<file path="src/rtl/itx_pkg.sv">
package itx_pkg;
  localparam int N_SIDE  = 4;
  localparam int N_LANE  = N_SIDE * N_SIDE;
  localparam int RND_SH  = 6;
  localparam int RND_OFS = 1 << (RND_SH - 1);
  localparam int GROWTH  = 5;
endpackage

</file>
<file path="src/rtl/itx_bfly.sv">
module itx_bfly #(
  parameter int W = 21
) (
  input  logic signed [W-1:0] x0,
  input  logic signed [W-1:0] x1,
  input  logic signed [W-1:0] x2,
  input  logic signed [W-1:0] x3,
  output logic signed [W-1:0] y0,
  output logic signed [W-1:0] y1,
  output logic signed [W-1:0] y2,
  output logic signed [W-1:0] y3
);
  logic signed [W-1:0] ev_sum, ev_dif, od_lo, od_hi;

  // the weights of one half are arithmetic shifts
  assign ev_sum = x0 + x2;
  assign ev_dif = x0 - x2;
  assign od_lo  = (x1 >>> 1) - x3;
  assign od_hi  = x1 + (x3 >>> 1);

  assign y0 = ev_sum + od_hi;
  assign y1 = ev_dif + od_lo;
  assign y2 = ev_dif - od_lo;
  assign y3 = ev_sum - od_hi;
endmodule

</file>
<file path="src/rtl/itx_recon_lane.sv">
module itx_recon_lane #(
  parameter int RES_W = 15,
  parameter int PIX_W = 8
) (
  input  logic                    clk,
  input  logic                    en,
  input  logic signed [RES_W-1:0] res_i,
  input  logic        [PIX_W-1:0] pred_i,
  output logic signed [RES_W-1:0] res_o,
  output logic        [PIX_W-1:0] pix_o
);
  localparam int SUM_W   = RES_W + 1;
  localparam int PIX_MAX = (1 << PIX_W) - 1;

  logic signed [SUM_W-1:0] sum_q;
  logic signed [RES_W-1:0] res_a;
  logic        [PIX_W-1:0] pix_d;

  always_comb begin
    if (sum_q < 0)                        pix_d = '0;
    else if (sum_q > SUM_W'(PIX_MAX))     pix_d = '1;
    else                                  pix_d = sum_q[PIX_W-1:0];
  end

  // first register: add; second register: clip
  always_ff @(posedge clk) begin
    if (en) begin
      sum_q <= SUM_W'(res_i) + SUM_W'({1'b0, pred_i});
      res_a <= res_i;
      res_o <= res_a;
      pix_o <= pix_d;
    end
  end
endmodule

</file>
<file path="src/rtl/itx4_recon.sv">
module itx4_recon
  import itx_pkg::*;
#(
  parameter int IN_W  = 16,
  parameter int PIX_W = 8
) (
  input  logic                            clk,
  input  logic                            rst_n,
  input  logic                            in_valid,
  output logic                            in_ready,
  input  logic [N_LANE*IN_W-1:0]          in_coef,
  input  logic [N_LANE*PIX_W-1:0]         in_pred,
  output logic                            out_valid,
  input  logic                            out_ready,
  output logic [N_LANE*(IN_W+GROWTH-RND_SH)-1:0] out_res,
  output logic [N_LANE*PIX_W-1:0]         out_pix
);
  localparam int ACC_W = IN_W + GROWTH;
  localparam int RES_W = ACC_W - RND_SH;
  localparam logic signed [ACC_W-1:0] RND_BIAS = ACC_W'(RND_OFS);

  logic adv;
  logic v_row, v_col, v_sum, v_out;

  logic signed [ACC_W-1:0] cin   [N_LANE];
  logic signed [ACC_W-1:0] row_d [N_LANE];
  logic signed [ACC_W-1:0] row_q [N_LANE];
  logic signed [ACC_W-1:0] col_d [N_LANE];
  logic signed [RES_W-1:0] res_q [N_LANE];
  logic        [PIX_W-1:0] pred_a[N_LANE];
  logic        [PIX_W-1:0] pred_b[N_LANE];

  // whole pipeline moves together
  assign adv       = !v_out || out_ready;
  assign in_ready  = adv;
  assign out_valid = v_out;

  always_ff @(posedge clk) begin
    if (!rst_n) begin
      v_row <= 1'b0;
      v_col <= 1'b0;
      v_sum <= 1'b0;
      v_out <= 1'b0;
    end else if (adv) begin
      v_row <= in_valid;
      v_col <= v_row;
      v_sum <= v_col;
      v_out <= v_sum;
    end
  end

  for (genvar k = 0; k < N_LANE; k++) begin : g_ext
    assign cin[k] = ACC_W'($signed(in_coef[k*IN_W +: IN_W]));
  end

  // first pass: one unit per row
  for (genvar r = 0; r < N_SIDE; r++) begin : g_row
    itx_bfly #(.W(ACC_W)) u_bf (
      .x0(cin[r*N_SIDE+0]),   .x1(cin[r*N_SIDE+1]),
      .x2(cin[r*N_SIDE+2]),   .x3(cin[r*N_SIDE+3]),
      .y0(row_d[r*N_SIDE+0]), .y1(row_d[r*N_SIDE+1]),
      .y2(row_d[r*N_SIDE+2]), .y3(row_d[r*N_SIDE+3])
    );
  end

  // second pass: one unit per column
  for (genvar c = 0; c < N_SIDE; c++) begin : g_col
    itx_bfly #(.W(ACC_W)) u_bf (
      .x0(row_q[0*N_SIDE+c]), .x1(row_q[1*N_SIDE+c]),
      .x2(row_q[2*N_SIDE+c]), .x3(row_q[3*N_SIDE+c]),
      .y0(col_d[0*N_SIDE+c]), .y1(col_d[1*N_SIDE+c]),
      .y2(col_d[2*N_SIDE+c]), .y3(col_d[3*N_SIDE+c])
    );
  end

  always_ff @(posedge clk) begin
    if (adv) begin
      for (int k = 0; k < N_LANE; k++) begin
        row_q[k]  <= row_d[k];
        pred_a[k] <= in_pred[k*PIX_W +: PIX_W];
        res_q[k]  <= RES_W'((col_d[k] + RND_BIAS) >>> RND_SH);
        pred_b[k] <= pred_a[k];
      end
    end
  end

  for (genvar k = 0; k < N_LANE; k++) begin : g_lane
    itx_recon_lane #(.RES_W(RES_W), .PIX_W(PIX_W)) u_lane (
      .clk   (clk),
      .en    (adv),
      .res_i (res_q[k]),
      .pred_i(pred_b[k]),
      .res_o (out_res[k*RES_W +: RES_W]),
      .pix_o (out_pix[k*PIX_W +: PIX_W])
    );
  end
endmodule

</file>
<file path="config.mk">
export PLATFORM = sky130hd
export DESIGN_NAME = itx4_recon
export DESIGN_NICKNAME = d
export VERILOG_FILES = /design/src/rtl/itx_pkg.sv /design/src/rtl/itx_bfly.sv /design/src/rtl/itx_recon_lane.sv /design/src/rtl/itx4_recon.sv
export SDC_FILE = /design/constraint.sdc
export NUM_CORES = 2
export LEC_CHECK = 0
export ABC_AREA = 1
export BUFFER_PORTS_ARGS = -buffer_cell sky130_fd_sc_hd__buf_2
export CAP_MARGIN = 40
export CELL_PAD_IN_SITES_DETAIL_PLACEMENT = 1
export CELL_PAD_IN_SITES_GLOBAL_PLACEMENT = 1
export CORE_MARGIN = 3
export CORE_UTILIZATION = 30
export CTS_BUF_LIST = sky130_fd_sc_hd__clkbuf_8 sky130_fd_sc_hd__clkbuf_16
export DETAILED_ROUTE_END_ITERATION = 8
export PLACE_DENSITY = 0.58
export SLEW_MARGIN = 5
export SYNTH_ARGS = -nofsm -noshare
export SYNTH_HDL_FRONTEND = slang
export SYNTH_SLANG_ARGS = --single-unit
</file>
<file path="constraint.sdc">
create_clock -name clk -period 57.5 [get_ports clk]
set_input_delay 5.75 -clock clk [delete_from_list [all_inputs] [get_ports clk]]
set_output_delay 5.75 -clock clk [all_outputs]
set_load 0.02 [all_outputs]
</file>
## Yosys cells after proc, flatten, opt, wreduce, memory -nomap -nowiden

Memory sizes are Yosys's and may differ from the RTL's.
Cells that the tools add are included.

| cells by class | value |
|---|---|
| add/sub/neg operators | 96 |
| $mul | 0 |
| div/mod/pow operators | 0 |
| order comparisons | 32 |
| equal/unequal tests | 0 |
| shift operators | 0 |
| mux-type cells | 18 |
| bitwise operators | 0 |
| reduce and logical (&&, ||, !) cells | 2 |

Operator list:

| cell | number |
|---|---|
| adder 21 bit | 16 |
| adder 21 x 7 -> 21 bit, second input constant | 16 |
| subtractor 21 bit | 16 |
| adder 15 x 9 -> 16 bit | 16 |
| greater-than comparator 16 x 9 -> 1 bit, second input constant | 16 |
| < comparator 16 x 1 -> 1 bit, second input constant | 16 |
| 2-to-1 mux 8 bit | 16 |
| adder 21 x 20 -> 21 bit | 4 |
| subtractor 20 x 21 -> 21 bit | 4 |
| adder 17 x 17 -> 18 bit | 4 |
| subtractor 17 x 17 -> 18 bit | 4 |
| adder 16 x 15 -> 17 bit | 4 |
| adder 16 x 16 -> 17 bit | 4 |
| subtractor 15 x 16 -> 17 bit | 4 |
| subtractor 16 x 16 -> 17 bit | 4 |
| 2-to-1 mux 1 bit | 2 |
| zero test 1 bit | 1 |
| logical OR 1 bit | 1 |

| storage, ports and cells | value |
|---|---|
| bits in registers | 868 |
| latch bits | 0 |
| bits in writable memories | 832 |
| memory bits (read-only) | 0 |
| bits of input ports | 388 |
| word-level logic and storage cells | 220 |
| memories | 4 |

Memory list:

| memory | depth | width | rd ports | clocked after memory_dff | wr ports | RTL line | RTL |
|---|---|---|---|---|---|---|---|
| row_q | 16 | 21 | 16 | 0 | 16 | itx4_recon.sv:27 | `logic signed [ACC_W-1:0] row_q [N_LANE];` |
| res_q | 16 | 15 | 16 | 0 | 16 | itx4_recon.sv:29 | `logic signed [RES_W-1:0] res_q [N_LANE];` |
| pred_a | 16 | 8 | 16 | 0 | 16 | itx4_recon.sv:30 | `logic [PIX_W-1:0] pred_a[N_LANE];` |
| pred_b | 16 | 8 | 16 | 0 | 16 | itx4_recon.sv:31 | `logic [PIX_W-1:0] pred_b[N_LANE];` |

## Longest topological paths before layout

| logic depth | value |
|---|---|
| word-level depth | 4 |
| gate-level depth with buffers | 27 |

## By module

Synthesis repeated with hierarchy kept, for this count alone.

| second synthesis, totals | value |
|---|---|
| cells, all modules | 18,515 |
| area, all modules | 146,235.3 µm² |

By module, submodules not included:

| module | times used | cells an instance | area each (µm²) | sequential area each (µm²) |
|---|---|---|---|---|
| itx_bfly at g_col[2].u_bf ... | 4 | 1,652 | 9,605.5 | 0.0 |
| itx_recon_lane at g_lane[0].u_lane ... | 15 | 206 | 2,402.3 | 1,621.6 |
| itx4_recon | 1 | 2,015 | 30,719.5 | 25,064.0 |
| itx_bfly at g_row[3].u_bf | 1 | 1,655 | 9,743.1 | 0.0 |
| itx_bfly at g_col[1].u_bf | 1 | 1,658 | 9,675.5 | 0.0 |
| itx_bfly at g_col[0].u_bf | 1 | 1,627 | 9,620.5 | 0.0 |
| itx_bfly at g_row[2].u_bf | 1 | 1,650 | 9,616.7 | 0.0 |
| itx_recon_lane at g_lane[9].u_lane | 1 | 212 | 2,403.6 | 1,621.6 |

## Worst setup path after synthesis

No wires, ideal clock.

| timing path | value |
|---|---|
| path kind | input port to output port |
| from | input port out_ready |
| to | output port in_ready |
| arrival time | 38.079 ns |
| required time | 51.750 ns |
| slack | 13.671 ns |
| stages on the path | 2 |
| path buffers | 0 |
| cells stage by stage | nor2_1 inv_1 |

| between the ends | value |
|---|---|
| cells in the longest elaborated chain, start to end | 1 |

RTL lines:

| element | RTL line | RTL |
|---|---|---|
| start, declared | itx4_recon.sv:14 | `input logic out_ready,` |
| logical OR 1 bit | itx4_recon.sv:34 | `assign adv = !v_out \|\| out_ready;` |
| end, declared | itx4_recon.sv:10 | `output logic in_ready,` |

No other way between the ends.

## Final worst setup path

Ends and elaborated chain as after synthesis.

==> results_dict.tcl <==
set metrics [dict create \
    ys_top_cells_by_area "edfxtp_1 (42%), ha_1 (16%), nand2_1 (6.8%)" \
    cts_hold_buffers 0 \
    ios 758 \
    routedWlPerCell_um 21.29 \
    synth-simple-area-share_pct 13.67 \
    drv_slew 0 \
    grt_max_degree 177 \
    fin_crit_sh_pct 21.90 \
    vias_per_cell 4.766 \
    coreArea_sq_um 394000 \
    grt_pass1_wl_mm 603.4 \
    utilization_pct 34.51 \
    yosysWarnings 0 \
    grt_pass1_vias 93100 \
    htree_levels 4 \
    rsz0062_at_grt "false" \
    drc 0 \
    syn-num-nets 14890 \
    status "finished clean" \
    synth_top_flop_cell "edfxtp_1" \
    finalClockSkew_ns 0.1001 \
    cts_made_buffers 201 \
    slowest_delay_ns 0.44 \
    antenna_found_initial 149 \
    start_util_pct 30.25 \
    cts_tree "done" \
    clock_sinks 1668 \
    fin_ws_ns 44.91 \
    cpMostUsedCell "buf_2" \
    arrival_ns 6.84 \
    critPathSlowestCell "nor2_1" \
    dpl.hpwl_mm 344.7 \
    start_kind "input port" \
    vias 91620 \
    cts_max_path_buffers 4 \
    synth-seq-cells 1668 \
    cts_setup_buffers 0 \
    muxShareOfSynthArea_pct 0 \
    synthXorXnorAreaFrac_pct 8.472 \
    track_usage_pct 19.64 \
    final_common_cell "nand2_1" \
    drt_iter0_markers 5543 \
    max-slew-margin-rel_pct 31.12 \
    die_y_um 636.3 \
    gp_congestion 0.9513 \
    drt_wl_total_mm 409.3 \
    synth_seq_area_share_pct 41.99 \
    layout-drive-gt1-share_pct 9.532 \
    synth_compound_area_share_pct 11.38 \
    synthCells 12890 \
    overflow 0 \
    yosysTopAreaCellShare_pct 41.93 \
    worst_pin_slew_ns 1.030 \
    finalNetCount 15720 \
    drt_pass1_iterations 5 \
    hold_path_class "flop to flop" \
    clock_latency_ns 0.93 \
    hold_violations 0 \
    dieArea_sq_um 404900 \
    crit_chain "buf_2 -> nor2_1 -> inv_8 -> buf_2" \
    dpl_worst_slack_ns 44.86 \
    rows 230 \
    crit_required_ns 51.75 \
    setup_violations 0 \
    maxCapViolations 0 \
    yosys.area.top_type "edfxtp_1" \
    nFillCells 45750 \
    crit_path_end_kind "primary output" \
    crit_type "input port to primary output" \
    antenna_left 0 \
    final_cell_mix "nand2_1 (2150), inv_1 (2041), edfxtp_1 (1664)" \
    io_buffers 757 \
    synthesis.area_sq_um 119200 \
    root_buffer "clkbuf_16" \
    area_delta_synth_final_pct 14.09 \
    cp_max_fo 38 \
    clkTransAtPathRegs_ns 0.06 \
    synth_top_family_by_area "adder cells" \
    synth_fa_ha_area_share_pct 17.33 \
    synth_edf_count 1664 \
    synth.distinct_cells 70 \
    cts_resized 0 \
    period_needed_ns 12.59 \
    fin_setup_tns_ns 0 \
    die_w_um 636.3 \
    timing.fmax_mhz 79.41 \
    async_flop_share_pct 0 \
    synth.avg_cell_area_sq_um 9.246 \
]
==> metal layers <==
metal / GRT usage, % / vias to the layer above / share of wire (%)
met5: 0 / - / 0.056
met4: 6.154 / 34 / 3.0
met3: 2.889 / 411 / 4.8
met2: 30.74 / 1651 / 44
met1: 27.77 / 44250 / 48
li1: - / 45270 / -
==> per-stage QoR <==
step,instance area (sq um),hold WS [ns],instances
2_1_floorplan,119200,0.4003,12890
3_3_place_gp,128900,0.4009,18720
3_5_place_dp,129000,0.4051,18730
4_1_cts,135700,0.3446,19100
5_1_grt,135900,0.3556,19180
6_report,136000,0.3562,19220
==> synth_stat cells, drive strengths merged (2+ instances only) <==
cell,count
a22oi,10
o31a,4
inv,2049
o21a,13
o221ai,2
or4,16
clkbuf,68
dfxtp,4
nor2,775
nor3,140
o211ai,40
and2,6
and3,4
a211oi,35
a31o,6
nor3b,2
a21oi,1298
xnor2,233
buf,101
xor2,919
a221oi,14
nor4,67
nand2,2176
a21o,86
o31ai,35
o21bai,99
or2,15
o211a,3
a31oi,72
nand3,492
ha,1548
fa,64
edfxtp,1664
a21boi,67
nand3b,38
nand4,122
o2111ai,8
o21ai,587
==> flip-flops by register name (all words and copies together), names as in the netlist <==
register,count
g_lane.u_lane.res_o,240
res_q,240
pred_b,128
v_col,1
g_lane.u_lane.res_a,240
pred_a,128
row_q,304
v_sum,1
v_row,1
out_valid,1
g_lane.u_lane.pix_o,128
g_lane.u_lane.sum_q,256
==> area by class of cell <==
cell class	instances	area, sq um	area share [%]
well taps	5220	6531	4.803
clock inverters	164	1563	1.149
diodes	124	310.3	0.2282
repair buffers	793	4159	3.059
flip-flops and latches	1668	50050	36.81
multi-input cells	9002	60600	44.57
clock buffers	202	5055	3.718
inverters	2050	7702	5.665
==> kinds of logic after synthesis <==
kind of cell	after synthesis
compound gates	2384
xor+xnor	1152
fa+ha+maj	1612
buf+inv	2219
flops	1668
simple gates	3854
==> critical path: cells and delay by family <==
kind | cells | cell delay (ns)
buf+inv | 3 | 0.57
simple gates | 1 | 0.44
==> worst paths after layout <==
check                                       from                                   to  slack, ns  cells after the start
min reg2reg  g_lane[0].u_lane.res_a[8]$_DFFE_PP_  g_lane[0].u_lane.res_o[8]$_DFFE_PP_       0.36                      0
max reg2reg                row_q[9][0]$_DFFE_PP_               res_q[1][89]$_DFFE_PP_      52.04                     21
max                                    out_ready                             in_ready      44.91                      4
min          g_lane[0].u_lane.res_a[8]$_DFFE_PP_  g_lane[0].u_lane.res_o[8]$_DFFE_PP_       0.36                      0
Power is left out: the tool's default activity adds up to more than one toggle a clock period on the data nets, which glitch-free logic cannot reach.
